File: config.mk
export PLATFORM = sky130hd
export DESIGN_NAME = tmr_flag_unit
export DESIGN_NICKNAME = d
export VERILOG_FILES = /design/src/rtl/tmr_flag_pkg.sv /design/src/rtl/tmr_flag_decode.sv /design/src/rtl/tmr_flag_bank.sv /design/src/rtl/tmr_psc_stage.sv /design/src/rtl/tmr_flag_unit.sv
export SDC_FILE = /design/constraint.sdc
export NUM_CORES = 1
export LEC_CHECK = 0
export BUFFER_PORTS_ARGS = -buffer_cell sky130_fd_sc_hd__buf_2
export CAP_MARGIN = 20
export CORE_MARGIN = 2
export CORE_UTILIZATION = 49
export CTS_BUF_LIST = sky130_fd_sc_hd__clkbuf_4
export DETAILED_ROUTE_END_ITERATION = 8
export HOLD_SLACK_MARGIN = 0.02
export PLACE_DENSITY = 0.95
export SYNTH_ARGS = -nofsm -noshare
export SYNTH_HDL_FRONTEND = slang
export SYNTH_HIERARCHICAL = 1
export SYNTH_SLANG_ARGS = --single-unit
export TNS_END_PERCENT = 20
File: constraint.sdc
create_clock -name clk_i -period 1.84 [get_ports clk_i]
set_input_delay 0.368 -clock clk_i [delete_from_list [all_inputs] [get_ports clk_i]]
set_output_delay 0.368 -clock clk_i [all_outputs]
set_load 0.1 [all_outputs]
File: src/rtl/tmr_flag_pkg.sv
package tmr_flag_pkg;
  localparam int unsigned DATA_W  = 8;
  localparam int unsigned OFS_PSC = 'h0D;
  localparam int unsigned OFS_CHF = 'h0E;
  localparam int unsigned OFS_OVF = 'h0F;
  localparam int unsigned CH_BASE = 'h10;
  localparam int unsigned CH_SPAN = 2;
endpackage

File: src/rtl/tmr_flag_decode.sv
module tmr_flag_decode
  import tmr_flag_pkg::*;
#(
  parameter int unsigned N_CH   = 8,
  parameter int unsigned ADDR_W = 5
) (
  input  logic              clk_i,
  input  logic              rst_ni,
  input  logic [ADDR_W-1:0] addr_i,
  input  logic              wr_i,
  input  logic              rd_i,
  input  logic [DATA_W-1:0] wdata_i,
  input  logic              tmr_en_i,
  input  logic              acc_en_i,
  input  logic              fast_clr_i,
  output logic [N_CH-1:0]   ch_clr_o,
  output logic              ovf_clr_o,
  output logic              psc_wr_o
);
  logic clr_ok;
  logic hit_chf;
  logic any_acc;

  assign clr_ok  = tmr_en_i | acc_en_i;
  assign hit_chf = addr_i == ADDR_W'(OFS_CHF);
  assign any_acc = rd_i | wr_i;

  for (genvar n = 0; n < N_CH; n++) begin : g_ch
    logic wc_hit;
    logic fc_hit;
    // both bytes of the channel window count
    assign wc_hit = wr_i & clr_ok & hit_chf & wdata_i[n];
    assign fc_hit = fast_clr_i & any_acc &
                    ({addr_i[ADDR_W-1:1], 1'b0} == ADDR_W'(CH_BASE + CH_SPAN * n));
    assign ch_clr_o[n] = wc_hit | fc_hit;
  end

  assign ovf_clr_o = wr_i & clr_ok & (addr_i == ADDR_W'(OFS_OVF)) & wdata_i[DATA_W-1];
  assign psc_wr_o  = wr_i & (addr_i == ADDR_W'(OFS_PSC));


  wc_gate_chk: assert property (@(posedge clk_i) disable iff (!rst_ni)
    (!tmr_en_i && !acc_en_i && !fast_clr_i) |-> (ch_clr_o == '0 && !ovf_clr_o));
endmodule

File: src/rtl/tmr_flag_bank.sv
module tmr_flag_bank #(
  parameter int unsigned W = 8
) (
  input  logic         clk_i,
  input  logic         rst_ni,
  input  logic [W-1:0] set_i,
  input  logic [W-1:0] clr_i,
  output logic [W-1:0] flag_o
);
  for (genvar n = 0; n < W; n++) begin : g_bit
    logic flag_q;

    always_ff @(posedge clk_i or negedge rst_ni) begin
      if (!rst_ni)        flag_q <= 1'b0;
      else if (set_i[n])  flag_q <= 1'b1;
      else if (clr_i[n])  flag_q <= 1'b0;
    end

    assign flag_o[n] = flag_q;


    set_wins_chk: assert property (@(posedge clk_i) disable iff (!rst_ni)
      set_i[n] |=> flag_o[n]);

    sticky_chk: assert property (@(posedge clk_i) disable iff (!rst_ni)
      (flag_o[n] && !clr_i[n]) |=> flag_o[n]);

    no_spurious_set_chk: assert property (@(posedge clk_i) disable iff (!rst_ni)
      (!flag_o[n] && !set_i[n]) |=> !flag_o[n]);
  end
endmodule

File: src/rtl/tmr_psc_stage.sv
module tmr_psc_stage #(
  parameter int unsigned PSC_W = 3
) (
  input  logic             clk_i,
  input  logic             rst_ni,
  input  logic             wr_i,
  input  logic [PSC_W-1:0] wdata_i,
  input  logic             zero_i,
  output logic [PSC_W-1:0] sel_o,
  output logic             upd_o
);
  logic [PSC_W-1:0] sel_q;
  logic             upd_q;

  always_ff @(posedge clk_i or negedge rst_ni) begin
    if (!rst_ni) begin
      sel_q <= '0;
      upd_q <= 1'b0;
    end else if (wr_i) begin
      sel_q <= wdata_i;
      upd_q <= 1'b1;
    end else if (zero_i) begin
      upd_q <= 1'b0;
    end
  end

  assign sel_o = sel_q;
  assign upd_o = upd_q;


  psc_raise_chk: assert property (@(posedge clk_i) disable iff (!rst_ni)
    wr_i |=> (upd_o && sel_o == $past(wdata_i)));

  psc_hold_chk: assert property (@(posedge clk_i) disable iff (!rst_ni)
    (upd_o && !zero_i) |=> upd_o);
endmodule

File: src/rtl/tmr_flag_unit.sv
module tmr_flag_unit
  import tmr_flag_pkg::*;
#(
  parameter int unsigned N_CH   = 8,
  parameter int unsigned ADDR_W = 5,
  parameter int unsigned PSC_W  = 3
) (
  input  logic              clk_i,
  input  logic              rst_ni,
  input  logic [ADDR_W-1:0] addr_i,
  input  logic              wr_i,
  input  logic              rd_i,
  input  logic [DATA_W-1:0] wdata_i,
  output logic [DATA_W-1:0] rdata_o,
  input  logic [N_CH-1:0]   ch_evt_i,
  input  logic              ovf_evt_i,
  input  logic              tmr_en_i,
  input  logic              acc_en_i,
  input  logic              fast_clr_i,
  input  logic [N_CH-1:0]   ch_ie_i,
  input  logic              ovf_ie_i,
  output logic [N_CH-1:0]   ch_irq_o,
  output logic              ovf_irq_o,
  input  logic              psc_zero_i,
  output logic [PSC_W-1:0]  psc_sel_o,
  output logic              psc_upd_o
);
  logic [N_CH-1:0]   ch_clr;
  logic [N_CH-1:0]   ch_flag;
  logic              ovf_clr;
  logic              ovf_flag;
  logic              psc_wr;
  logic [DATA_W-1:0] rd_mux;
  logic [DATA_W-1:0] rdata_q;

  tmr_flag_decode #(.N_CH(N_CH), .ADDR_W(ADDR_W)) u_decode (
    .clk_i      (clk_i),
    .rst_ni     (rst_ni),
    .addr_i     (addr_i),
    .wr_i       (wr_i),
    .rd_i       (rd_i),
    .wdata_i    (wdata_i),
    .tmr_en_i   (tmr_en_i),
    .acc_en_i   (acc_en_i),
    .fast_clr_i (fast_clr_i),
    .ch_clr_o   (ch_clr),
    .ovf_clr_o  (ovf_clr),
    .psc_wr_o   (psc_wr)
  );

  tmr_flag_bank #(.W(N_CH)) u_ch_bank (
    .clk_i  (clk_i),
    .rst_ni (rst_ni),
    .set_i  (ch_evt_i),
    .clr_i  (ch_clr),
    .flag_o (ch_flag)
  );

  tmr_flag_bank #(.W(1)) u_ovf_bank (
    .clk_i  (clk_i),
    .rst_ni (rst_ni),
    .set_i  (ovf_evt_i),
    .clr_i  (ovf_clr),
    .flag_o (ovf_flag)
  );

  tmr_psc_stage #(.PSC_W(PSC_W)) u_psc (
    .clk_i   (clk_i),
    .rst_ni  (rst_ni),
    .wr_i    (psc_wr),
    .wdata_i (wdata_i[PSC_W-1:0]),
    .zero_i  (psc_zero_i),
    .sel_o   (psc_sel_o),
    .upd_o   (psc_upd_o)
  );

  always_comb begin
    rd_mux = '0;
    if (addr_i == ADDR_W'(OFS_CHF))      rd_mux = DATA_W'(ch_flag);
    else if (addr_i == ADDR_W'(OFS_OVF)) rd_mux = {ovf_flag, {(DATA_W-1){1'b0}}};
    else if (addr_i == ADDR_W'(OFS_PSC)) rd_mux = DATA_W'(psc_sel_o);
  end

  // captured before the same-edge clear lands in the flag banks
  always_ff @(posedge clk_i or negedge rst_ni) begin
    if (!rst_ni)   rdata_q <= '0;
    else if (rd_i) rdata_q <= rd_mux;
  end

  assign rdata_o   = rdata_q;
  assign ch_irq_o  = ch_flag & ch_ie_i;
  assign ovf_irq_o = ovf_flag & ovf_ie_i;


  ovf_pad_zero_chk: assert property (@(posedge clk_i) disable iff (!rst_ni)
    (rd_i && addr_i == ADDR_W'(OFS_OVF)) |=> (rdata_o[DATA_W-2:0] == '0));

  rd_hold_chk: assert property (@(posedge clk_i) disable iff (!rst_ni)
    !rd_i |=> $stable(rdata_o));
endmodule

==> qor.yml <==
outcome:
  outcome: "completed"
detailed_routing:
  via_per_inst: 5.29
  via_count: 990
  ant_nets: 0
  firstDrtPassIters: 4
  wl_per_cell_um: 14.2
  drt_iter0_markers: 14
  finalWirelength_um: 2650
  drc: 0
logic_synthesis:
  synth-seq-area-share_pct: 46.5
  synth_cells: 104
  yosys_warnings: 6
  syn_area_per_cell_um2: 10.9
  synth.cell_area_mm2: 0.00113
  syn_nets: 143
  ys_types: 27
  synth-seq-cells: 21
timing:
  maxSlewViolCount: 0
  hold_viol: 0
  timing.setup.tns_ns: 0
  rsz0062_at_grt: "false"
  post-route-period-util_pct: 88.1
  max_slew_margin_pct: 67.7
  setup_viol_count_final: 0
  finalClockSkew_ns: 0.00494
  worst_slew_pin_slew_ns: 0.488
  max_freq_ghz: 0.617
  period_minus_slack_ns: 1.62
  hold-worst-slack_ns: 0.239
critical_path:
  start_kind: "flip-flop"
  crit_fanout: 3
  worstPathArrival_ns: 1.25
  endpoint_kind: "output pin"
  required_ns: 1.47
  path_class: "reg -> out"
clock_tree:
  cts_resized: 0
  clockRootBuffer: "clkbuf_4"
  cts.sinks: 21
  clock_latency_ns: 0.30
  htree_levels: 1
  cts_buffers: 3
  clockBufferDepth: 2
  cts_tree: "done"
  cts.clk_slew.worst_paths_ns: 0.11
power_and_ir_drop:
  power_density_mw_per_mm2: 772
  leakagePower_nw: 0.737
  p_sw_share_pct: 39.8
  switchingPower_w: 0.000439
  intPower_w: 0.000664
  clkPwrFrac_pct: 20.7
  seqPwrFrac_pct: 45.3
  pwr-share-comb_pct: 34.0
  ir_drop_uv: 619
die:
  fp.coreArea_mm2: 0.00219
  io_pins: 60
  die_area_mm2: 0.00271
  die_width_um: 52.0
  initial_core_util_pct: 51.6
  row_count: 17
  fp.dieH_um: 52.0
final_layout:
  final_common_cell: "buf_2"
  fin_util_pct: 65.2
  fin_nets: 199
  drive_above_1_share_pct: 49.7
  area_growth_pct: 26.5
  diodes: 0
  fin_cells: 187
  final_cell_mix: "buf_2 (59), dfrtp_1 (21), inv_1 (15)"
worst_hold_path:
  hp-class: "in -> reg"
global_route:
  grt_max_degree: 22
  track_usage_pct: 22.9
  grt_pass1_vias: 1030
  grt_pass1_wl_um: 4600
  overflow: 0
  antenna_found_initial: 0
run:
  cap_violations: 0
placement:
  port_buffers: 59
  gp_congestion: 0.873
  dp_cells: 182
  hpwlAfterDp_um: 2080
==> sequential cells by signal, indices dropped and copies added (netlist names) <==
register	flops
u_psc/upd_o	1
rdata_o	8
u_ovf_bank/flag_o	1
u_ch_bank/g_bit.flag_q	8
u_psc/sel_o	3
==> final timing paths <==
kind	start	end	slack [ns]	cells past startpoint
max	u_ch_bank/g_bit[7].flag_q	ch_irq_o[7]	0.22	2
min	ovf_evt_i	u_ovf_bank/flag_o	0.24	2
max reg2reg	u_ch_bank/g_bit[7].flag_q	rdata_o[7]	0.87	3
min reg2reg	u_psc/upd_o	u_psc/upd_o	0.49	1
max in group asynchronous	rst_ni	u_psc/sel_o[1]	0.99	2
min in group asynchronous	rst_ni	u_ovf_bank/flag_o	0.53	2
==> logic make-up (layout without fill, tap and decap cells) <==
family | after synthesis | in the layout | synth area share (%)
muxes | 4 | 4 | 3.99
and+or+nand+nor | 26 | 26 | 15.3
buffers and inverters | 24 | 79 | 11.3
DFF | 21 | 21 | 46.5
AOI/OAI and AO/OA | 29 | 29 | 22.9
==> through the flow <==
step / setup WS (ns) / power, W / cell area, µm²
CTS: 0.217 / 0.00111 / 1430
finish: 0.220 / 0.00110 / 1430
floorplan: 0.307 / 0.000781 / 1130
detailed placement: 0.283 / 0.000883 / 1390
global route: 0.154 / 0.00115 / 1430
global placement: 0.321 / 0.000876 / 1390
==> worst max-delay path, cell delays in order, from the launching register on <==
cell and delay [ns]:
dfrtp_1 0.41, and2_1 0.13, buf_2 0.42
==> routing by layer <==
layer / global-route usage [%] / share of wire [%]
met4: 6.14 / 1.5
met5: 0 / 0
met3: 6.61 / 7.4
met2: 40.1 / 49
met1: 27.2 / 42
==> synthesized netlist by cell type <==
master	n	share of area, %
o21ai_0	1	0.44
nor3_4	1	1.4
mux2_2	4	4.0
o2bb2ai_1	3	2.3
a21o_2	1	0.78
a22o_2	4	3.5
nor2b_1	3	1.7
o211ai_2	1	1.1
o211ai_1	1	0.66
nand3b_1	1	0.66
inv_1	15	5.0
and4b_1	1	0.89
and2_1	9	5.0
a32o_2	4	4.0
a21o_1	10	6.6
nand4b_1	1	0.78
nand2_1	3	1.0
and4b_2	1	1.0
buf_6	1	1.0
nand4_1	1	0.55
dfrtp_1	21	47
a221o_1	3	2.7
o2111ai_1	1	0.78
nor2_1	2	0.66
nor3_1	2	0.89
and3b_1	1	0.78
buf_4	8	5.3
==> area by class of cell <==
cell class	instances	area, µm²
clock buffers	4	30.0
fillers	182	762
inverters	15	56.3
multi-input cells	59	477
flip-flops and latches	21	526
well taps	28	35.0
repair buffers	60	305
==> repair_timing <==
item,4_1_cts,5_1_grt
endpoints found under the hold margin,21,0
endpoints found under the setup margin,0,0
hold buffers,1,0
setup buffers,0,0
==> power groups by stage <==
stage	combinational, W	clock (W)	sequential, W
after floorplan	0.000146	0	0.000635
after global placement	0.000369	0	0.000507
after detailed placement	0.000374	0	0.000509
after CTS	0.000376	0.000237	0.000500
after global routing	0.000392	0.000258	0.000503
final	0.000375	0.000228	0.000499
(Power assumes the default switching activity.)
